File: src/rtl/pxu_pkg.sv
package pxu_pkg;

  localparam int WORD_W = 32;
  localparam int IDX_W  = $clog2(WORD_W);

  typedef enum logic [2:0] {
    PXD_1   = 3'd0,
    PXD_2   = 3'd1,
    PXD_4   = 3'd2,
    PXD_8   = 3'd3,
    PXD_16N = 3'd4,
    PXD_32  = 3'd5,
    PXD_565 = 3'd6,
    PXD_12  = 3'd7
  } pxu_depth_e;

  typedef struct packed {
    pxu_depth_e  depth;
    logic        bgr;
    logic        be_byte;
    logic        be_pix;
    logic [1:0]  mux;
  } pxu_fmt_t;

  typedef struct packed {
    logic        is_index;
    logic [7:0]  index;
    logic [7:0]  red;
    logic [7:0]  green;
    logic [7:0]  blue;
  } pxu_pixel_t;

  // container width in bits for a depth code
  function automatic logic [5:0] pxu_width(pxu_depth_e d);
    case (d)
      PXD_1:   return 6'd1;
      PXD_2:   return 6'd2;
      PXD_4:   return 6'd4;
      PXD_8:   return 6'd8;
      PXD_32:  return 6'd32;
      default: return 6'd16;
    endcase
  endfunction

  // index of the final pixel within one word
  function automatic logic [IDX_W-1:0] pxu_last_idx(pxu_depth_e d);
    case (d)
      PXD_1:   return IDX_W'(31);
      PXD_2:   return IDX_W'(15);
      PXD_4:   return IDX_W'(7);
      PXD_8:   return IDX_W'(3);
      PXD_32:  return IDX_W'(0);
      default: return IDX_W'(1);
    endcase
  endfunction

  function automatic logic [7:0] pxu_grow5(logic [4:0] c);
    return {c, c[4:2]};
  endfunction

  function automatic logic [7:0] pxu_grow6(logic [5:0] c);
    return {c, c[5:4]};
  endfunction

  function automatic logic [7:0] pxu_grow4(logic [3:0] c);
    return {c, c};
  endfunction

endpackage

File: src/rtl/pxu_word_slot.sv
module pxu_word_slot
  import pxu_pkg::*;
(
  input  logic              clk,
  input  logic              rst_n,
  input  logic              in_valid,
  input  logic [WORD_W-1:0] in_word,
  input  pxu_fmt_t          in_fmt,
  output logic              in_ready,
  input  logic              out_ready,
  output logic              slot_full,
  output logic [WORD_W-1:0] slot_word,
  output pxu_fmt_t          slot_fmt,
  output logic [IDX_W-1:0]  slot_idx
);

  logic last_px;
  logic load;
  logic take;

  assign last_px  = (slot_idx == pxu_last_idx(slot_fmt.depth));
  assign in_ready = !slot_full || (out_ready && last_px);
  assign load     = in_valid && in_ready;
  assign take     = slot_full && out_ready;

  always_ff @(posedge clk or negedge rst_n) begin
    if (!rst_n) begin
      slot_full <= 1'b0;
      slot_word <= '0;
      slot_fmt  <= '0;
      slot_idx  <= '0;
    end else if (load) begin
      slot_full <= 1'b1;
      slot_word <= in_word;
      slot_fmt  <= in_fmt;
      slot_idx  <= '0;
    end else if (take) begin
      if (last_px) begin
        slot_full <= 1'b0;
      end else begin
        slot_idx <= slot_idx + 1'b1;
      end
    end
  end

endmodule

File: src/rtl/pxu_pixel_pick.sv
module pxu_pixel_pick
  import pxu_pkg::*;
(
  input  logic [WORD_W-1:0] word,
  input  pxu_fmt_t          fmt,
  input  logic [IDX_W-1:0]  idx,
  output logic [23:0]       field
);

  logic [5:0]       w;
  logic [10:0]      prod;
  logic [IDX_W-1:0] pos;
  logic [IDX_W-1:0] flip;
  logic [IDX_W-1:0] shamt;
  logic [WORD_W-1:0] keep;

  always_comb begin
    w    = pxu_width(fmt.depth);
    prod = 11'(idx) * 11'(w);
    pos  = prod[IDX_W-1:0];
    // position flips: whole word for byte order, within a byte for pixel order
    if (fmt.be_byte) begin
      flip = IDX_W'(6'd32 - w);
    end else if (fmt.be_pix && (w < 6'd8)) begin
      flip = IDX_W'(6'd8 - w);
    end else begin
      flip = '0;
    end
    shamt = pos ^ flip;
    keep  = (w == 6'd32) ? '1 : ((WORD_W'(1) << w) - WORD_W'(1));
    field = 24'((word >> shamt) & keep);
  end

endmodule

File: src/rtl/pxu_color_decode.sv
module pxu_color_decode
  import pxu_pkg::*;
(
  input  logic [23:0] field,
  input  pxu_fmt_t    fmt,
  output pxu_pixel_t  pixel
);

  logic       swap;
  logic [7:0] r;
  logic [7:0] g;
  logic [7:0] b;
  logic       use5551;

  always_comb begin
    pixel   = '0;
    swap    = fmt.bgr;
    r       = '0;
    g       = '0;
    b       = '0;
    use5551 = 1'b0;
    case (fmt.depth)
      PXD_1, PXD_2, PXD_4, PXD_8: begin
        pixel.is_index = 1'b1;
        pixel.index    = field[7:0];
      end
      PXD_32: begin
        r = field[7:0];
        g = field[15:8];
        b = field[23:16];
      end
      PXD_12: begin
        r = pxu_grow4(field[3:0]);
        g = pxu_grow4(field[7:4]);
        b = pxu_grow4(field[11:8]);
      end
      default: begin
        if (fmt.depth == PXD_16N) begin
          if (fmt.mux == 2'd1) use5551 = 1'b1;
          if (fmt.mux == 2'd3) swap    = 1'b1;
        end
        if (use5551) begin
          r = pxu_grow5(field[4:0]);
          g = pxu_grow5(field[9:5]);
          b = pxu_grow5(field[14:10]);
        end else begin
          r = pxu_grow5(field[4:0]);
          g = pxu_grow6(field[10:5]);
          b = pxu_grow5(field[15:11]);
        end
      end
    endcase
    if (!pixel.is_index) begin
      pixel.red   = swap ? b : r;
      pixel.green = g;
      pixel.blue  = swap ? r : b;
    end
  end

endmodule

File: src/rtl/pxu_line_bytes.sv
module pxu_line_bytes
  import pxu_pkg::*;
#(
  parameter int COLS_W = 12,
  localparam int BPL_W = COLS_W + 2
) (
  input  logic [COLS_W-1:0] cols,
  input  pxu_depth_e        depth,
  output logic [BPL_W-1:0]  bytes
);

  logic [BPL_W-1:0] wide;

  assign wide = BPL_W'(cols);

  always_comb begin
    case (depth)
      PXD_1:   bytes = wide >> 3;
      PXD_2:   bytes = wide >> 2;
      PXD_4:   bytes = wide >> 1;
      PXD_8:   bytes = wide;
      PXD_32:  bytes = wide << 2;
      default: bytes = wide << 1;
    endcase
  end

endmodule

File: src/rtl/lcd_pixel_unpacker.sv
module lcd_pixel_unpacker
  import pxu_pkg::*;
#(
  parameter int COLS_W = 12,
  localparam int BPL_W = COLS_W + 2
) (
  input  logic              clk,
  input  logic              rst_n,
  input  logic [2:0]        cfg_depth,
  input  logic              cfg_bgr,
  input  logic              cfg_be_byte,
  input  logic              cfg_be_pix,
  input  logic [1:0]        cfg_mux,
  input  logic [COLS_W-1:0] cfg_cols,
  output logic [BPL_W-1:0]  bytes_per_line,
  input  logic              in_valid,
  output logic              in_ready,
  input  logic [31:0]       in_word,
  output logic              out_valid,
  input  logic              out_ready,
  output logic              out_is_index,
  output logic [7:0]        out_index,
  output logic [7:0]        out_red,
  output logic [7:0]        out_green,
  output logic [7:0]        out_blue
);

  pxu_fmt_t          live_fmt;
  pxu_fmt_t          slot_fmt;
  logic [WORD_W-1:0] slot_word;
  logic [IDX_W-1:0]  slot_idx;
  logic [23:0]       field;
  pxu_pixel_t        pixel;

  always_comb begin
    live_fmt.depth   = pxu_depth_e'(cfg_depth);
    live_fmt.bgr     = cfg_bgr;
    live_fmt.be_byte = cfg_be_byte;
    live_fmt.be_pix  = cfg_be_pix;
    live_fmt.mux     = cfg_mux;
  end

  pxu_word_slot u_slot (
    .clk       (clk),
    .rst_n     (rst_n),
    .in_valid  (in_valid),
    .in_word   (in_word),
    .in_fmt    (live_fmt),
    .in_ready  (in_ready),
    .out_ready (out_ready),
    .slot_full (out_valid),
    .slot_word (slot_word),
    .slot_fmt  (slot_fmt),
    .slot_idx  (slot_idx)
  );

  pxu_pixel_pick u_pick (
    .word  (slot_word),
    .fmt   (slot_fmt),
    .idx   (slot_idx),
    .field (field)
  );

  pxu_color_decode u_decode (
    .field (field),
    .fmt   (slot_fmt),
    .pixel (pixel)
  );

  pxu_line_bytes #(.COLS_W(COLS_W)) u_bpl (
    .cols  (cfg_cols),
    .depth (pxu_depth_e'(cfg_depth)),
    .bytes (bytes_per_line)
  );

  assign out_is_index = pixel.is_index;
  assign out_index    = pixel.index;
  assign out_red      = pixel.red;
  assign out_green    = pixel.green;
  assign out_blue     = pixel.blue;

endmodule

File: config.mk
export PLATFORM = sky130hd
export DESIGN_NAME = lcd_pixel_unpacker
export DESIGN_NICKNAME = d
export VERILOG_FILES = /design/src/rtl/pxu_pkg.sv /design/src/rtl/pxu_word_slot.sv /design/src/rtl/pxu_pixel_pick.sv /design/src/rtl/pxu_color_decode.sv /design/src/rtl/pxu_line_bytes.sv /design/src/rtl/lcd_pixel_unpacker.sv
export SDC_FILE = /design/constraint.sdc
export NUM_CORES = 1
export LEC_CHECK = 0
export ABC_AREA = 1
export BUFFER_PORTS_ARGS = -buffer_cell sky130_fd_sc_hd__buf_2
export CORE_UTILIZATION = 52
export DETAILED_ROUTE_END_ITERATION = 7
export PLACE_DENSITY_LB_ADDON = 0.2
export SLEW_MARGIN = 20
export SYNTH_ARGS = -nofsm -noshare
export SYNTH_HDL_FRONTEND = slang
export SYNTH_SLANG_ARGS = --single-unit
File: constraint.sdc
create_clock -name clk -period 3.8 [get_ports clk]
set_input_delay 0.19 -clock clk [delete_from_list [all_inputs] [get_ports clk]]
set_output_delay 0.19 -clock clk [all_outputs]
set_load 0.01 [all_outputs]
Word-level counts from Yosys, hierarchy flattened
Cells that the tools add are included.
W data, S select, Z words.

word-level totals
  logic and storage cells = 74
  register bits = 46
  input bits = 56

cells by class
  multiplexer cells = 27
  $lt $le $gt $ge = 1
  reductions and logical operators = 14
  eq/ne operators = 15
  shifts and indexed selects = 2
  multiply operators = 1
  bitwise operators = 2
  add/subtract/negate cells = 4

operator list
  kind                     number
  $pmux W8 S3              3
  $pmux W14 S5             1
  $mux W24                 2
  $mux W8                  4
  $shr A32 B5 Y24          1
  $pmux W6 S5              1
  $mux W5                  5
  $pmux W5 S5              1
  $and A24 B24 Y24         1
  $shl A1 B6 Y24 const A   1
  $sub A24 B1 Y24 const B  1
  $eq A3 B2 Y1 const B     4
  $eq A3 B3 Y1 const B     4
  $mux W1                  9
  $mux W9                  1
  $eq A3 B1 Y1 const B     2
  $eq A6 B6 Y1 const B     1
  $logic_not A3 Y1         2
  $lt A6 B4 Y1 const B     1
  $mul A5 B6 Y5            1
  $reduce_or A6 Y1         1
  $add A5 B1 Y5 const B    1
  $eq A5 B5 Y1             1
  $sub A1 B5 Y5 const A    1
  other kinds (11)         16

Longest topological paths before layout
Gate-level depths: netlist of the first run.

  depth in word-level cells = 13
  depth in mapped cells = 26
  gate-level depth less buffers = 25

Modules after synthesis
Synthesis of the first run repeated with hierarchy kept, for this count alone.

second synthesis, totals
  cells, all modules = 1044
  area total of the unflattened synthesis = 5995.8 um^2

by module, submodules not included
  module            area an instance (um^2)  instances  seq. area each (um^2)  cells each
  pxu_pixel_pick    2524.9                   1          0.0                    502
  pxu_word_slot     2020.7                   1          1151.1                 238
  pxu_color_decode  854.6                    1          0.0                    179
  pxu_line_bytes    595.6                    1          0.0                    125

Least setup slack after synthesis of the first run
Ideal clock, no wire load.

  path type = register to output
  from = register, netlist name u_slot.slot_fmt[7]
  to = output out_green[1]
  path slack = -0.449 ns
  arrival time = 4.059 ns
  stages on the path, launching flop included = 24
  buffers on the path = 2
  cells stage by stage = dfrtp_1 > buf_4 > inv_4 > nand2_2 > nor2_4 > inv_1 > nor2_1 > ha_1 > ha_1 > fa_1 > fa_1 > xor2_1 > xnor2_1 > inv_1 > nand2_1 > nand3_1 > nand2_4 > inv_4 > buf_6 > nand3_2 > nand3_2 > o21ai_2 > nor2_1 > nor3_1

between the ends
  word-level cells in the longest chain between the ends = 12

RTL lines
  element                                                                 line                      RTL
  parallel branches: the longest is 11 deep, another holds $mul A5 B6 Y5  --
  $mux W24 (*)                                                            pxu_color_decode.sv:53    if (!pixel.is_index) begin
  end, declared                                                           lcd_pixel_unpacker.sv:24  output logic [7:0] out_green,

Mark *: on every way between the ends. The select of a mux whose other input is x is not followed.

Final worst setup path of the first run
  from = register, netlist name u_slot.slot_fmt[7]
  to = output out_red[0]

between the ends
  word-level cells in the longest chain between the ends = 13

RTL lines
  element                                                                 line                      RTL
  parallel branches: the longest is 12 deep, another holds $mul A5 B6 Y5  --
  $mux W24 (*)                                                            pxu_color_decode.sv:53
  end, declared                                                           lcd_pixel_unpacker.sv:23  output logic [7:0] out_red,

Marks and branches as above.

==> run summary, run 1 <==
================================================================================
Status                                                              finished, violations left
Failing checks                                                      negative setup slack
Number of endpoints with negative hold slack in the final report               0
Port bufs                                                                    104
Flop2flop setup slack                                                    0.87 ns
Unique masters post-synth                                                     42
Synth Register Bits                                                           46
Number of endpoints failing setup at the final stage                          32
Post-detail-place hpwl                                                   14.1 mm
First drt pass iteration count                                                 5
Clock Root Buffer                                                       clkbuf_8
Post-synthesis cell count                                                    978
Vias in the first global route                                              6569
Portion of the post-synthesis area used by sequential elements             19.8%
Final-layout fill cell count                                                1032
Area used by sequential logic in the layout                             1150 um2
Clock-pin transition on the worst setup and hold timing paths            0.09 ns
Iter 0 DRT Violations                                                        590
Largest fanout on the critical path                                            8
H-tree levels                                                                  2
TritonCTS buffer count                                                         5
Post-synth net total                                                        1052
Overall via count from detail_route                                         7206
Clock period minus final worst setup slack                               4.52 ns
Average instance area after synthesis                                   5.95 um2
Overall die height                                                        108 um
Number of antenna diodes                                                       0
Sum of negative setup slack                                            -19.04 ns
Required time worst endpoint                                             3.61 ns
Final core utilization                                                     68.5%
Post-detailed-route DRC marker count                                           0
Max-cap check violation count                                                  0
Share of the clock period used by the worst path after layout               119%
Die Footprint                                                          11600 um2
Startpoint class of the critical path                                  flip-flop
TritonCTS clock tree                                                         yes
Worst Min Path Start                                                     cfg_bgr
Layout-stage area growth over the synthesis result                         28.0%
Area occupied by multi-input gates                                      4500 um2
Number of nets in the final layout                                          1188
Hold Crit Class                                                           in2reg
Reg-to-Reg End                                                      u_slot.slot_word[20]$_DFFE_PN0P_
Worst-margin pin slew                                                    1.13 ns
Number of placement rows                                                      38
Primary FF master, synth                                                 dfrtp_1
Endpoint type of the worst setup path                               primary output
End point of the worst hold path                                    u_slot.slot_fmt[4]$_DFFE_PN0P_
RSZ-0062 raised after global routing                                        true
All-layer global routing usage                                             32.2%
Kind of critical path                                                    reg2out
Commonest non-fill, non-tap cells in the layout                     nand2_1 (225), nand3_1 (224), buf_2 (105)
Worst setup margin                                                     -0.718 ns
Max clock buf depth                                                            2
Global-route wire length before repair                                   30.0 mm
Fraction of layout instances using a drive strength above 1                28.0%
Routability congestion estimate                                            0.969
Worst skew pair latency                                                  0.31 ns
Antenna violations before repair                                               0
Num Clock Sinks                                                               46
Data arrival time of the critical path                                   4.33 ns
Cell count of the worst hold path                                              3
Die extent in x                                                           108 um
Async set or reset register ratio after synthesis                           100%
R2R Path Start                                                      u_slot.slot_fmt[7]$_DFFE_PN0P_
Maximum number of pins on one net before global-route repair                  72
Final standard cell count with taps included and fillers excluded           1255
Average via count per standard cell                                         5.74
GRT overflow                                                                   0
Number of top-level pins                                                     105
Cell total after placement                                                  1238
DRT antenna net count                                                          0
Yosys warning count                                                            0
Starting density of the core                                               53.5%
Detail-routed net length per standard cell                               14.7 um
Post-synth EDFFs                                                               0
F_max                                                                    221 MHz
Max-slew headroom at the worst pin                                         24.0%
Core box area                                                          10900 um2
Number of slew-limit violations in the final report                            0
Overall routed net length                                                18.5 mm
Register-to-Register Path Depth                                               15
Commonest non-fill, non-tap cell in the layout                           nand2_1
Post-synth design cell area                                             5820 um2
Setup Skew                                                            0.00631 ns
================================================================================
-- how the worst max path moves through the flow --
stage	start	endpoint	cells past startpoint
after detailed placement	u_slot.slot_fmt[7]$_DFFE_PN0P_	out_green[1]	24
after global routing	u_slot.slot_fmt[7]$_DFFE_PN0P_	out_blue[0]	25
final	u_slot.slot_fmt[7]$_DFFE_PN0P_	out_red[0]	24
after floorplan	u_slot.slot_fmt[7]$_DFFE_PN0P_	out_green[5]	23
after CTS	u_slot.slot_fmt[7]$_DFFE_PN0P_	out_red[7]	20
after global placement	u_slot.slot_fmt[7]$_DFFE_PN0P_	out_red[1]	27
-- sequential cells by signal, summed over array words and instances, names as in the netlist --
| name | flops |
|---|---|
| u_slot.slot_word | 32 |
| u_slot.slot_fmt | 8 |
| u_slot.slot_idx | 5 |
| u_slot.slot_full | 1 |
-- synth_stat cells, types with 9 or more instances --
master / count / area share [%]
nand3_2: 15 / 2.6
xor2_1: 9 / 1.4
nor2_1: 72 / 4.6
dfrtp_1: 46 / 20
nand4_1: 22 / 2.4
nand3_1: 252 / 22
ha_1: 16 / 3.4
o22ai_1: 11 / 1.2
a221oi_1: 9 / 1.4
buf_2: 28 / 2.4
a21oi_1: 28 / 2.4
o21ai_0: 52 / 4.5
nand2_1: 238 / 15
clkbuf_1: 16 / 1.0
inv_1: 84 / 5.4
-- routing by layer --
metal | GRT usage, % | wire, um
met5 | 0 | 0
met4 | 9.98 | 559
met3 | 5.39 | 1220
met2 | 57.8 | 8930
met1 | 38.8 | 7800
-- timing repair --
item	CTS	global route
setup endpoints to repair	32	32
resized for setup	49	34
pin swaps	24	24
hold buffers	1	0
buffers inserted	3	2
gates cloned	2	1
hold endpoints to repair	46	0
-- worst max-delay path, stage by stage, from the launching register on --
cell and delay (ns):
dfrtp_2 0.47, buf_6 0.14, nor2_4 0.08, nand2_2 0.08, nor2_4 0.14, ha_4 0.22
ha_4 0.24, fa_1 0.48, fa_2 0.37, xor2_1 0.15, xnor2_1 0.19, nand3_1 0.15
nand2_2 0.11, nand2_4 0.07, nand2_8 0.13, clkinv_8 0.10, buf_4 0.14, nand3_2 0.10
nand3_2 0.09, nand3_1 0.13, nand2_1 0.09, nand2_1 0.06, nand2_1 0.05, nor2_1 0.08
buf_2 0.13
-- per-stage QoR --
stage          hold slack [ns]  setup WS [ns]  instance area, um2
4_1_cts                 0.0734         -0.592                7280
5_1_grt                 0.0760         -0.934                7450
3_5_place_dp             0.307         -0.433                6910
3_3_place_gp             0.303         -0.351                6910
2_1_floorplan           -0.106         -0.195                5930
6_report                0.0717         -0.718                7450
-- area by class of cell --
type,count,area share [%]
clock buffers,7,1.16
clock inverters,1,0.0671
inverters,93,4.99
flip-flops and latches,46,15.5
well taps,140,2.35
multi-input cells,791,60.4
repair inverters,1,0.118
repair buffers,176,15.4
-- kinds of logic after synthesis --
logic type	synth area share [%]
buf+inv	10.3
compound gates	13.4
flops	19.8
xor+xnor	2.08
simple gates	50.3
fa+ha+maj	4.13
Power of run 1 is not shown: default switching activity piles up to over one toggle a cycle in this logic, so the estimate is an artifact.
==> inputs of run 2 (changes only) <==
--- a/config.mk
+++ b/config.mk
@@ -5,9 +5,8 @@
 export SDC_FILE = /design/constraint.sdc
 export NUM_CORES = 1
 export LEC_CHECK = 0
-export ABC_AREA = 1
 export BUFFER_PORTS_ARGS = -buffer_cell sky130_fd_sc_hd__buf_2
-export CORE_UTILIZATION = 52
+export CORE_UTILIZATION = 64
 export DETAILED_ROUTE_END_ITERATION = 7
 export PLACE_DENSITY_LB_ADDON = 0.2
 export SLEW_MARGIN = 20
==> constraint.sdc (replaced) <==
create_clock -name clk -period 5.8 [get_ports clk]
set_input_delay 0.29 -clock clk [delete_from_list [all_inputs] [get_ports clk]]
set_output_delay 0.29 -clock clk [all_outputs]
set_load 0.01 [all_outputs]
==> run 2 against run 1 <==
Net effect:
- the run ends with negative hold slack left
- register-to-register slack improved by 0.64 ns
- synthesized cell count fell by 13%
- die area fell by 2.9%
- clock skew barely moved
- via count rose by 4.3%
- setup slack improved by 0.88 ns
- area after synthesis rose by 19%
- critical endpoint is now out_red[1]
- largest cell class unchanged
- highest routed layer unchanged
==> run summary, run 2 <==
================================================================================
Status                                                              finished, violations left
Failing checks                                                      negative hold slack
Antenna violations before repair                                               0   unchanged
Global-route wire length before repair                                   36.0 mm   +20%
Top register by number of flip-flops                                u_slot.slot_word
Post-synth EDFFs                                                               0   unchanged
Die extent in x                                                           106 um   -1.4%
DRT antenna net count                                                          0   unchanged
Required time worst endpoint                                             5.51 ns   +1.90 ns
Cell with the most instances after synthesis                             mux2i_1
Unique masters post-synth                                                     87   +110%
Routability congestion estimate                                            0.999   +3.1%
Layout-stage area growth over the synthesis result                         9.95%
Startpoint class of the critical path                                  flip-flop
Number of nets in the final layout                                           986   -17%
Cell total after placement                                                  1035   -16%
TritonCTS buffer count                                                         5   unchanged
H-tree levels                                                                  2   unchanged
Detail-routed net length per standard cell                               22.0 um   +49%
Port bufs                                                                    104   unchanged
Overall die height                                                        106 um   -1.4%
Cell type with the largest total area after synthesis                    dfrtp_1
Final-layout fill cell count                                                 794   -23%
Post-synthesis cell count                                                    852   -13%
Hold Crit Class                                                         in2async
Iter 0 DRT Violations                                                       1150   +95%
F_max                                                                    177 MHz
Portion of the post-synthesis area used by sequential elements             16.5%   -3.2 points
GRT overflow                                                                   0   unchanged
Commonest non-fill, non-tap cell in the layout                             buf_2
Worst-margin pin slew                                                    1.11 ns   -0.0239 ns
Average via count per standard cell                                         7.16   +25%
Top cell types by occurrence after synthesis                        mux2i_1 (83), nand2_1 (73), nor2_1 (58)
Highest layer used for signal routing                                       met4
Average instance area after synthesis                                   8.16 um2   +37%
Starting density of the core                                               66.8%   +13 points
Max clock buf depth                                                            2   unchanged
Number of endpoints with negative hold slack in the final report              46   +46
Kind of critical path                                                    reg2out
Number of flip-flops in the largest register                                  32   unchanged
Primary FF master, synth                                                 dfrtp_1
Post-synth net total                                                         926   -12%
Number of hold buffers added after cts                                         0   -1
Routed met2 length                                                       10.7 mm   +20%
Number of top-level pins                                                     105   unchanged
Num Clock Sinks                                                               46   unchanged
Commonest non-fill, non-tap cells in the layout                     buf_2 (103), mux2i_1 (81), nand2_1 (73)
Overall routed net length                                                23.0 mm   +25%
Worst setup path endpoint                                             out_red[1]
Endpoint type of the worst setup path                               primary output
Met1 wire length                                                         9.01 mm   +16%
Clock Root Buffer                                                       clkbuf_8
Final standard cell count with taps included and fillers excluded           1049   -16%
Metal3 WL                                                                2.36 mm   +93%
TritonCTS clock tree                                                         yes
Yosys warning count                                                            0   unchanged
Maximum number of pins on one net before global-route repair                  47   -35%
Post-synth design cell area                                             6960 um2   +19%
Flop2flop setup slack                                                    1.51 ns   +0.64 ns
Number of antenna diodes                                                       0   unchanged
Largest fanout on the critical path                                           19   +11
Register-to-Register Path Depth                                               10   -5
Number of endpoints failing setup at the final stage                           0   -100%
Number of placement rows                                                      37   -2.6%
Share of the clock period used by the worst path after layout              97.1%
Clock-pin transition on the worst setup and hold timing paths            0.11 ns   +0.02 ns
Yosys top cell area share                                                  16.5%   -5.1 points
Max-slew headroom at the worst pin                                         25.7%   +1.7 points
Fraction of layout instances using a drive strength above 1                26.2%   -1.8 points
Worst skew pair latency                                                  0.32 ns   about the same
Clock period minus final worst setup slack                               5.63 ns
Vias in the first global route                                              6778   +3.2%
Overall via count from detail_route                                         7513   +4.3%
Core box area                                                          10400 um2   -4.3%
Number of slew-limit violations in the final report                            0   unchanged
Synth Register Bits                                                           46   unchanged
Reg-to-Reg End                                                      u_slot.slot_word[13]$_DFFE_PN0P_
Die Footprint                                                          11300 um2   -2.9%
Data arrival time of the critical path                                   5.34 ns   +1.01 ns
Async set or reset register ratio after synthesis                           100%   unchanged
Max-cap check violation count                                                  0   unchanged
R2R Path Start                                                      u_slot.slot_fmt[7]$_DFFE_PN0P_
First drt pass iteration count                                                 7   +2
All-layer global routing usage                                             40.0%   +7.8 points
CP startpoint                                                       u_slot.slot_fmt[7]$_DFFE_PN0P_
Cell types with the largest area share after synthesis              dfrtp_1 (17%), mux2i_1 (12%), mux2_2 (8.9%)
Post-detail-place hpwl                                                   17.1 mm   +21%
Regs by FF count                                                    u_slot.slot_word x32, u_slot.slot_fmt x8, u_slot.slot_idx x5
Post-detailed-route DRC marker count                                           0   unchanged
Setup Skew                                                            0.00660 ns   +0.000285 ns
Smallest hold slack                                                   -0.0227 ns   -0.0944 ns
================================================================================
[run 2: layout make-up]
cell class	instances	area, um2	area share (%)
clock buffers	5	68.8	0.900
clock inverters	3	28.8	0.376
inverters	15	56.3	0.736
multi-input cells	711	5430	71.0
flip-flops and latches	46	1150	15.1
well taps	136	170	2.23
repair buffers	133	744	9.73
[run 2: timing repair]
action | in CTS | in global routing
endpoints found under the setup margin | 0 | 26
setup buffers | 0 | 6
gates resized for setup | 0 | 17
endpoints found under the hold margin | 0 | 0
[run 2: worst min path at each step]
stage	from	end	slack [ns]	cells after the start
after floorplan	rst_n	u_slot.slot_fmt[0]$_DFFE_PN0P_	-0.006	0
after global placement	rst_n	u_slot.slot_word[20]$_DFFE_PN0P_	0.50	1
after detailed placement	u_slot.slot_word[0]$_DFFE_PN0P_	u_slot.slot_word[0]$_DFFE_PN0P_	0.50	1
after CTS	rst_n	u_slot.slot_word[16]$_DFFE_PN0P_	0.19	1
after global routing	rst_n	u_slot.slot_word[17]$_DFFE_PN0P_	0.03	1
final	rst_n	u_slot.slot_word[20]$_DFFE_PN0P_	-0.02	1
[run 2: worst max-delay path, cell delays in order, from the launching register on]
cell	delay (ns)
dfrtp_1	0.51
nor3_4	0.32
and2_1	0.19
ha_1	0.24
ha_1	0.33
fa_1	0.53
fa_1	0.65
xnor2_2	0.13
buf_4	0.28
mux4_2	0.55
mux2i_2	0.28
nand3_1	0.22
a21oi_1	0.28
a211oi_1	0.09
a211oi_1	0.24
buf_2	0.17
[run 2: stage by stage]
step / utilization, % / setup TNS [ns] / area, um2 / setup slack, ns / hold slack [ns]
after global routing: 73.4 / -0.0765 / 7650 / -0.0310 / 0.0256
after global placement: 71.4 / 0 / 7440 / 0.649 / 0.498
after floorplan: - / 0 / 6960 / 0.382 / -0.00559
after CTS: 72.4 / 0 / 7540 / 0.0707 / 0.188
after detailed placement: 71.4 / 0 / 7440 / 0.436 / 0.504
final: 73.4 / 0 / 7650 / 0.166 / -0.0227
[run 2: logic make-up (layout without fill, tap and decap cells)]
logic type | after synthesis | after routing | share of synthesized area, %
muxes | 150 | 150 | 24.2
buffers and inverters | 95 | 156 | 6.49
AOI/OAI and AO/OA | 220 | 220 | 22.6
and+or+nand+nor | 301 | 301 | 23.4
DFF | 46 | 46 | 16.5
adders and majority gates | 18 | 18 | 3.45
xor gates and xnor gates | 22 | 22 | 3.31
[run 2: per-layer routing]
metal / up-vias / GRT usage, %
met4: 0 / 15.0
met2: 522 / 64.5
met3: 89 / 5.21
met5: - / 0
li1: 3376 / -
met1: 3526 / 54.5
Power of run 2 is left out for the same reason.
